<file path="src/rtl/msg_admit_pkg.sv">
package msg_admit_pkg;
    localparam int NUM_MBOX    = 4;
    localparam int NUM_UNITS   = 6;
    localparam int UNIT_W      = 3;
    localparam int UNIT_DBELL  = 4;
    localparam int UNIT_PWRITE = 5;

    typedef enum logic [1:0] {
        KIND_MSG    = 2'd0,
        KIND_DBELL  = 2'd1,
        KIND_PWRITE = 2'd2,
        KIND_NONE   = 2'd3
    } kind_e;

    typedef enum logic [1:0] {
        RESP_ACCEPT  = 2'd0,
        RESP_RETRY   = 2'd1,
        RESP_ERROR   = 2'd2,
        RESP_DISCARD = 2'd3
    } resp_e;
endpackage

</file>
<file path="src/rtl/msg_admit_unit.sv">
module msg_admit_unit #(
    parameter int DEPTH = 4,
    localparam int CNT_W = $clog2(DEPTH + 1)
) (
    input  logic             clk,
    input  logic             rst_n,
    input  logic             acc_i,
    input  logic             pop_i,
    input  logic             fault_i,
    input  logic             clr_i,
    input  logic             size_err_i,
    output logic [CNT_W-1:0] cnt_o,
    output logic             failed_o,
    output logic             error_o,
    output logic             full_o,
    output logic             empty_o
);
    typedef struct packed {
        logic [CNT_W-1:0] cnt;
        logic             failed;
        logic             error;
    } unit_state_t;

    unit_state_t st_d, st_q;
    logic        can_pop;

    always_comb begin
        st_d    = st_q;
        can_pop = pop_i && (st_q.cnt != '0);
        if (clr_i) begin
            st_d.failed = 1'b0;
            st_d.error  = 1'b0;
        end
        if (fault_i)    st_d.failed = 1'b1;
        if (size_err_i) st_d.error  = 1'b1;
        if (acc_i && !can_pop)      st_d.cnt = st_q.cnt + CNT_W'(1);
        else if (!acc_i && can_pop) st_d.cnt = st_q.cnt - CNT_W'(1);
    end

    always_ff @(posedge clk) begin
        if (!rst_n) st_q <= '0;
        else        st_q <= st_d;
    end

    assign cnt_o    = st_q.cnt;
    assign failed_o = st_q.failed;
    assign error_o  = st_q.error;
    assign full_o   = (st_q.cnt == CNT_W'(DEPTH));
    assign empty_o  = (st_q.cnt == '0);
endmodule

</file>
<file path="src/rtl/msg_admit_decide.sv">
module msg_admit_decide
    import msg_admit_pkg::*;
#(
    parameter bit DB_BUSY_RETRY = 1'b1,
    parameter bit PW_BUSY_DROP  = 1'b1
) (
    input  logic                 txn_valid,
    input  logic [1:0]           txn_kind,
    input  logic [1:0]           txn_mbox,
    input  logic                 txn_size_ok,
    input  logic [NUM_UNITS-1:0] ready,
    input  logic [NUM_UNITS-1:0] busy,
    input  logic [NUM_UNITS-1:0] failed,
    input  logic [NUM_UNITS-1:0] error,
    input  logic [NUM_UNITS-1:0] full,
    output logic [UNIT_W-1:0]    unit_idx,
    output logic                 respond,
    output logic                 accept,
    output logic [1:0]           code
);
    logic err_cond, retry_cond, busy_blocks;

    always_comb begin
        unit_idx = UNIT_W'(UNIT_PWRITE);
        case (kind_e'(txn_kind))
            KIND_MSG:   unit_idx = UNIT_W'(txn_mbox);
            KIND_DBELL: unit_idx = UNIT_W'(UNIT_DBELL);
            default:    unit_idx = UNIT_W'(UNIT_PWRITE);
        endcase

        busy_blocks = 1'b1;
        if (kind_e'(txn_kind) == KIND_DBELL)  busy_blocks = DB_BUSY_RETRY;
        if (kind_e'(txn_kind) == KIND_PWRITE) busy_blocks = PW_BUSY_DROP;

        err_cond   = !ready[unit_idx] || failed[unit_idx] || error[unit_idx] || !txn_size_ok;
        retry_cond = full[unit_idx] || (busy[unit_idx] && busy_blocks);

        respond = txn_valid && (kind_e'(txn_kind) != KIND_NONE);
        if (kind_e'(txn_kind) == KIND_PWRITE)
            code = (err_cond || retry_cond) ? RESP_DISCARD : RESP_ACCEPT;
        else if (err_cond)
            code = RESP_ERROR;
        else if (retry_cond)
            code = RESP_RETRY;
        else
            code = RESP_ACCEPT;
        accept = respond && (code == RESP_ACCEPT);
    end
endmodule

</file>
<file path="src/rtl/msg_admit_status.sv">
module msg_admit_status
    import msg_admit_pkg::*;
(
    input  logic [NUM_UNITS-1:0] ready,
    input  logic [NUM_UNITS-1:0] full,
    input  logic [NUM_UNITS-1:0] empty,
    input  logic [NUM_UNITS-1:0] busy,
    input  logic [NUM_UNITS-1:0] failed,
    input  logic [NUM_UNITS-1:0] error,
    output logic [31:0]          stat_mbox,
    output logic [31:0]          stat_dbpw
);
    function automatic logic [7:0] group(input int u, input logic [NUM_UNITS-1:0] rd,
                                         input logic [NUM_UNITS-1:0] fu,
                                         input logic [NUM_UNITS-1:0] em,
                                         input logic [NUM_UNITS-1:0] bs,
                                         input logic [NUM_UNITS-1:0] fl,
                                         input logic [NUM_UNITS-1:0] er);
        return {rd[u], fu[u], em[u], bs[u], fl[u], er[u], 2'b00};
    endfunction

    always_comb begin
        stat_mbox = '0;
        for (int m = 0; m < NUM_MBOX; m++)
            stat_mbox[31-8*m -: 8] = group(m, ready, full, empty, busy, failed, error);
        stat_dbpw = '0;
        stat_dbpw[31:24] = group(UNIT_DBELL, ready, full, empty, busy, failed, error);
        stat_dbpw[7:0]   = group(UNIT_PWRITE, ready, full, empty, busy, failed, error);
    end
endmodule

</file>
<file path="src/rtl/msg_admit_ctrl.sv">
module msg_admit_ctrl
    import msg_admit_pkg::*;
#(
    parameter int DEPTH         = 4,
    parameter bit DB_BUSY_RETRY = 1'b1,
    parameter bit PW_BUSY_DROP  = 1'b1,
    localparam int CNT_W = $clog2(DEPTH + 1)
) (
    input  logic        clk,
    input  logic        rst_n,
    input  logic        txn_valid,
    input  logic [1:0]  txn_kind,
    input  logic [1:0]  txn_mbox,
    input  logic        txn_size_ok,
    input  logic [5:0]  unit_ready,
    input  logic [5:0]  unit_busy,
    input  logic        pop_valid,
    input  logic [2:0]  pop_unit,
    input  logic        fault_valid,
    input  logic [2:0]  fault_unit,
    input  logic        clr_valid,
    input  logic [2:0]  clr_unit,
    output logic        resp_valid,
    output logic [1:0]  resp_code,
    output logic [31:0] stat_mbox,
    output logic [31:0] stat_dbpw
);
    typedef struct packed {
        logic       valid;
        logic [1:0] code;
    } resp_t;

    logic [NUM_UNITS-1:0][CNT_W-1:0] unit_cnt;
    logic [NUM_UNITS-1:0] unit_fail, unit_err, unit_full, unit_empty;
    logic [UNIT_W-1:0]    tgt;
    logic                 respond, accept;
    logic [1:0]           code;
    resp_t                resp_d, resp_q;

    msg_admit_decide #(
        .DB_BUSY_RETRY(DB_BUSY_RETRY),
        .PW_BUSY_DROP (PW_BUSY_DROP)
    ) u_decide (
        .txn_valid  (txn_valid),
        .txn_kind   (txn_kind),
        .txn_mbox   (txn_mbox),
        .txn_size_ok(txn_size_ok),
        .ready      (unit_ready),
        .busy       (unit_busy),
        .failed     (unit_fail),
        .error      (unit_err),
        .full       (unit_full),
        .unit_idx   (tgt),
        .respond    (respond),
        .accept     (accept),
        .code       (code)
    );

    for (genvar u = 0; u < NUM_UNITS; u++) begin : g_unit
        logic hit;
        assign hit = (tgt == UNIT_W'(u));
        msg_admit_unit #(.DEPTH(DEPTH)) u_unit (
            .clk       (clk),
            .rst_n     (rst_n),
            .acc_i     (accept && hit),
            .pop_i     (pop_valid && (pop_unit == UNIT_W'(u))),
            .fault_i   (fault_valid && (fault_unit == UNIT_W'(u))),
            .clr_i     (clr_valid && (clr_unit == UNIT_W'(u))),
            .size_err_i(respond && !txn_size_ok && hit),
            .cnt_o     (unit_cnt[u]),
            .failed_o  (unit_fail[u]),
            .error_o   (unit_err[u]),
            .full_o    (unit_full[u]),
            .empty_o   (unit_empty[u])
        );
    end

    msg_admit_status u_status (
        .ready    (unit_ready),
        .full     (unit_full),
        .empty    (unit_empty),
        .busy     (unit_busy),
        .failed   (unit_fail),
        .error    (unit_err),
        .stat_mbox(stat_mbox),
        .stat_dbpw(stat_dbpw)
    );

    always_comb begin
        resp_d.valid = respond;
        resp_d.code  = respond ? code : resp_q.code;
    end

    always_ff @(posedge clk) begin
        if (!rst_n) resp_q <= '0;
        else        resp_q <= resp_d;
    end

    assign resp_valid = resp_q.valid;
    assign resp_code  = resp_q.code;
endmodule

</file>
<file path="config.mk">
export PLATFORM = sky130hd
export DESIGN_NAME = msg_admit_ctrl
export DESIGN_NICKNAME = d
export VERILOG_FILES = /design/src/rtl/msg_admit_pkg.sv /design/src/rtl/msg_admit_unit.sv /design/src/rtl/msg_admit_decide.sv /design/src/rtl/msg_admit_status.sv /design/src/rtl/msg_admit_ctrl.sv
export SDC_FILE = /design/constraint.sdc
export NUM_CORES = 1
export LEC_CHECK = 0
export ABC_AREA = 1
export BUFFER_PORTS_ARGS = -buffer_cell sky130_fd_sc_hd__buf_2
export CAP_MARGIN = 5
export CORE_MARGIN = 1.5
export CORE_UTILIZATION = 53
export DETAILED_ROUTE_END_ITERATION = 8
export PLACE_DENSITY = 0.86
export SLEW_MARGIN = 0
export SYNTH_ARGS = -nofsm -noshare
export SYNTH_HDL_FRONTEND = slang
export SYNTH_SLANG_ARGS = --single-unit
</file>
<file path="constraint.sdc">
create_clock -name clk -period 4.92 [get_ports clk]
set_input_delay 0 -clock clk [delete_from_list [all_inputs] [get_ports clk]]
set_output_delay 0 -clock clk [all_outputs]
set_load 0.01 [all_outputs]
</file>
# Word-level counts from Yosys, hierarchy flattened
# Index checks and enable logic that the tools add are counted.
# word_totals
ff_bits	33
in_bits	32
elab_cells	213
# op_classes
n_addsub	12
n_lt_le_gt_ge	1
n_eq_ne	29
mux	45
reduce_logical	106
# ops
op	n
$logic_and A1 B1 Y1	51
$eq A3 B3 Y1 const B	14
$mux W3	12
$reduce_bool A2 Y1	18
$logic_not A3 Y1	10
$eq A3 B2 Y1 const B	8
$add A3 B1 Y3 const B	6
$mux W1	18
$mux W2	9
$reduce_bool A3 Y1	6
$sub A3 B1 Y3 const B	6
$bmux W1 S3	5
$logic_not A1 Y1	14
$eq A3 B1 Y1 const B	4
$pmux W3 S2	1
$logic_or A1 B1 Y1	5
$logic_not A2 Y1	2
$lt A3 B4 Y1 const B	1
$eq A2 B1 Y1 const B	1
$eq A2 B2 Y1 const B	1
$ne A2 B2 Y1 const B	1

# Longest topological paths before layout
# logic_depth
ltp_word	18
ltp_mapped	18
mapped_depth_nobuf	18

# Hierarchy
# A second synthesis with hierarchy kept.
# hier_totals
cells_unflattened	416
hier_area_um2	2668.8
# modules_own_cells
mod	instances	cells_each	area_each_um2	seq_area_each_um2
msg_admit_unit	6	34	252.7	100.1
msg_admit_status	1	65	484.2	0.0
msg_admit_ctrl	1	81	366.6	60.1
msg_admit_decide	1	66	301.5	0.0

# Worst setup path after synthesis
# OpenSTA, ideal clock, no wires.
# synth_path
path_kind	reg2reg
start	register g_unit[2].u_unit.st_q, in the netlist g_unit[2].u_unit.cnt_o[0]
end	register g_unit[2].u_unit.st_q, in the netlist g_unit[2].u_unit.cnt_o[2]
setup_ns	0.122
arrival_time_ns	2.117
t_required_ns	4.798
slack_ns	2.681
path_stages_with_launch	16
n_path_buf	0
period_less_slack_ns	2.239
cell_sequence	dfxtp_1 > inv_1 > nand3_1 > nand2_1 > nand2_2 > nand3_2 > o21ai_2 > nand4_4 > nor3_2 > ha_1 > inv_1 > fa_1 > a21oi_1 > o21ai_0 > o21ai_0 > a21oi_1
# synth_via
elab_chain_len	13
# synth_rtl
element	line	source
from (decl)	msg_admit_unit.sv:24	unit_state_t st_d, st_q;
from (signal assigned)	msg_admit_unit.sv:42	else st_q <= st_d;
$eq A3 B3 Y1	msg_admit_unit.sv:48	assign full_o = (st_q.cnt == CNT_W'(DEPTH));
$bmux W1 S3	msg_admit_decide.sv:36	retry_cond = full[unit_idx] || (busy[unit_idx] && busy_blocks);
$mux W1 (not written as such)	msg_admit_decide.sv:36	
$logic_or A1 B1 Y1	msg_admit_decide.sv:36	
$mux W1 or $logic_or A1 B1 Y1 (tied branches)	msg_admit_decide.sv:43, msg_admit_decide.sv:40	
$mux W2, on equally long branches	msg_admit_decide.sv:41, msg_admit_decide.sv:40	
$mux W2	msg_admit_decide.sv:39	if (kind_e'(txn_kind) == KIND_PWRITE)
$logic_not A2 Y1	msg_admit_decide.sv:47	accept = respond && (code == RESP_ACCEPT);
$logic_and A1 B1 Y1	msg_admit_decide.sv:47	
$logic_and A1 B1 Y1	msg_admit_ctrl.sv:65	.acc_i (accept && hit),
$logic_not A1 Y1	msg_admit_unit.sv:37	else if (!acc_i && can_pop) st_d.cnt = st_q.cnt - CNT_W'(1);
$logic_and A1 B1 Y1	msg_admit_unit.sv:37	
$reduce_bool A2 Y1 (no source line)	-	
# Parallel ways exist; a longest one is shown, timed or not. The select of a mux whose other input is x is not followed.
# A chain may end at the register's enable or synchronous reset.

# Worst setup path after layout
# layout_path
start	register g_unit[3].u_unit.st_q, in the netlist g_unit[3].u_unit.cnt_o[0]
end	register g_unit[3].u_unit.st_q, in the netlist g_unit[3].u_unit.cnt_o[2]
# layout_via
elab_chain_len	13
# layout_rtl
element	line
from (decl)	msg_admit_unit.sv:24
from (signal assigned)	msg_admit_unit.sv:42
$eq A3 B3 Y1	msg_admit_unit.sv:48
$bmux W1 S3	msg_admit_decide.sv:36
$mux W1 (not written as such)	msg_admit_decide.sv:36
$logic_or A1 B1 Y1	msg_admit_decide.sv:36
$mux W1 or $logic_or A1 B1 Y1 (tied branches)	msg_admit_decide.sv:43, msg_admit_decide.sv:40
$mux W2, on equally long branches	msg_admit_decide.sv:41, msg_admit_decide.sv:40
$mux W2	msg_admit_decide.sv:39
$logic_not A2 Y1	msg_admit_decide.sv:47
$logic_and A1 B1 Y1	msg_admit_decide.sv:47
$logic_and A1 B1 Y1	msg_admit_ctrl.sv:65
$logic_not A1 Y1	msg_admit_unit.sv:37
$logic_and A1 B1 Y1	msg_admit_unit.sv:37
$reduce_bool A2 Y1 (no source line)	-
# Parallel ways exist; a longest one is shown, timed or not. The select of a mux whose other input is x is not followed.

==> out/summary.txt <==
Status: finished, final reports clean
Skew final: 0.00523 ns
Post-synthesis sequential area ratio: 25.8%
Vias/cell: 4.96
Initial DRT Pass Iterations: 4
Largest net degree at the start of global routing: 20
YS warnings: 0
Hold Startpoint: fault_unit[0]
CP max stage delay: 0.40 ns
Starting utilization of the core area: 54.6%
CTS tree: yes
Worst-margin pin slew: 0.614 ns
Gpl congestion: 0.831
Setup Fix Bufs, Post-CTS: 0
Port buffer count: 70
Fmax: 386 MHz
Top FF cell, synth: dfxtp_1
WL/cell: 12.1 µm
DIE WIDTH: 72.6 µm
Slew HR: 58.8%
RSZ-0062 raised after global routing: no
DIE AREA: 0.00526 mm²
Power Density: 219 mW/mm²
Clock buffer depth: 2
Sink Count: 33
Worst Path Max Fanout: 6
Detailed Route WL: 5360 µm
Hold Buf Count CTS: 2
EDFF count, synth: 0
Htree depth: 2
First-pass GRT wire length: 8420 µm
Total GRT Usage: 20.7%
Worst Setup SP: g_unit[3].u_unit.cnt_o[0]
Fin nets: 433
Vias after detailed routing: 2,203
Ys async rst share: 0%
Commonest non-fill, non-tap cells in the layout: buf_2 (70), inv_1 (43), nand2_1 (42)
CP Cell Sequence: inv_1 > nand3_1 > nand2_1 > nand2_1 > nand3_2 > o21ai_2 > nand4_4 > nor3_2 > ha_1 > inv_1 > fa_1 > a21oi_1 > o21ai_0 > o21ai_0 > a21oi_1
Min cycle time layout: 2.59 ns
Core Area: 0.00469 mm²
Fin. Hold Viols: 0
Final setup TNS: 0 ns
Worst VDD drop: 0.0971 mV
Max Slew Vio Count: 0
Pleak: 1.30 nW
Placed cells: 434
Crit. End Element: flip-flop
DRC: 0
Non-filler instance count after layout: 444
Number of global-route vias before repair: 1,910
Fraction of layout cells with a size suffix above 1: 26.7%
Synthesized area: 0.00256 mm²
Critical path class: reg -> reg
I/O pins: 99
Most common cell after layout, fill and taps aside: buf_2
Final setup fails: 0
DRT iter0 DRCs: 167
Slowest CP cell: dfxtp_1
Hold Crit Class: in -> reg
ANT nets after route: 0
Avg Inst Size Synth: 7.32 µm²
DIE HEIGHT: 72.6 µm
P&R area growth vs syn: 4.54%
Later-pin clock latency in the skew report: 0.29 ns
Startpoint types: flip-flop
Post_cts resized: 0
Syn Inst Count: 350
# rows: 25
ANT cells: 0
Number of synthesized register bits: 33
Clock root cell: clkbuf_8
DP HPWL: 4160 µm
Worst path required time: 5.10 ns
Worst-path clk slew: 0.07 ns
Initial antenna violation count: 0
Post-synthesis cell type count: 33
CTS Buf Count: 5
Tcrit/Tclk final: 52.7%
Max-Cap Viols: 0
Reg-to-Reg Start: g_unit[3].u_unit.cnt_o[0]
Congestion Overflow GR: 0
Crit path DAT: 2.77 ns
==> per-layer routing <==
| metal | vias to the layer above | wire length, µm | share of wire (%) | GRT usage (%) |
|---|---|---|---|---|
| met4 | 0 | 105 | 2.0 | 6.92 |
| met5 | - | 0 | 0 | 0 |
| li1 | 1111 | - | - | - |
| met2 | 94 | 2570 | 48 | 34.6 |
| met3 | 11 | 380 | 7.1 | 5.69 |
| met1 | 987 | 2300 | 43 | 25.6 |
==> cell usage after synthesis (5+ instances only) <==
master / n / area (µm²)
inv_1: 43 / 161
nor2_1: 32 / 120
nor3_2: 5 / 50.1
dfxtp_1: 33 / 661
buf_4: 64 / 480
a21oi_1: 29 / 145
fa_1: 6 / 120
nand3_1: 25 / 125
o21ai_0: 19 / 95.1
nand2_1: 42 / 158
ha_1: 6 / 75.1
nor3_1: 5 / 25.0
==> layout make-up <==
cell class	count	area [µm²]
Clock buffer	8	80.1
Tap cell	54	67.6
Sequential cell	33	661
Timing Repair Buffer	72	370
Multi-Input combinational cell	229	1320
Inverter	48	180
Fill cell	454	2010
==> state kept, by name, summed over array words and instances, names as in the netlist <==
name	flops
g_unit.u_unit.cnt_o	18
g_unit.u_unit.error_o	6
g_unit.u_unit.failed_o	6
resp_code	2
resp_valid	1
==> path summary, 6_finish.rpt <==
path	endpoint	cells past startpoint	slack, ns
worst min-delay path	g_unit[3].u_unit.failed_o	3	0.005
worst max register to register	g_unit[3].u_unit.cnt_o[2]	15	2.33
worst min register to register	resp_code[1]	2	0.47
worst max-delay path	g_unit[3].u_unit.cnt_o[2]	15	2.33
==> through the flow <==
| stage | setup slack [ns] | util (%) | area (µm²) | hold WS [ns] | power [mW] |
|---|---|---|---|---|---|
| detailed placement | 2.30 | 55.0 | 2580 | 0.200 | 0.395 |
| finish | 2.33 | 57.1 | 2680 | 0.00533 | 0.588 |
| global route | 2.02 | 57.1 | 2680 | 0.00937 | 0.615 |
| CTS | 2.32 | 57.1 | 2680 | 0.000463 | 0.591 |
| floorplan | 2.68 | - | 2670 | 0.0918 | 0.383 |
| global placement | 2.46 | 55.0 | 2580 | 0.198 | 0.393 |
==> power by group <==
part | total, mW | switching [mW] | internal (mW)
Combinational | 0.114 | 0.0748 | 0.0390
Sequential | 0.279 | 0.00506 | 0.273
Clock | 0.196 | 0.0954 | 0.100
Total | 0.588 | 0.175 | 0.413
==> kinds of logic (layout without fill, tap and decap cells) <==
kind of cell    count (synthesis)  count (layout)  share of synthesized area [%]
compound gates                 60              60                           13.6
simple gates                  125             125                           24.8
buf+inv                       115             128                           26.6
other cells                     1              28                          0.146
xor+xnor                        4               4                           1.37
flops                          33              33                           25.8
fa+ha+maj                      12              12                           7.61
==> worst max-delay path: cells and delay by family, from the launching register on <==
kind / cells / cell delay [ns]
buffers and inverters: 2 / 0.14
AO/OA/AOI/OAI: 5 / 0.66
flip-flops: 1 / 0.40
adder cells (fa/ha/maj): 2 / 0.56
AND/OR/NAND/NOR: 6 / 0.70
Power figures use the tool's default switching activity.
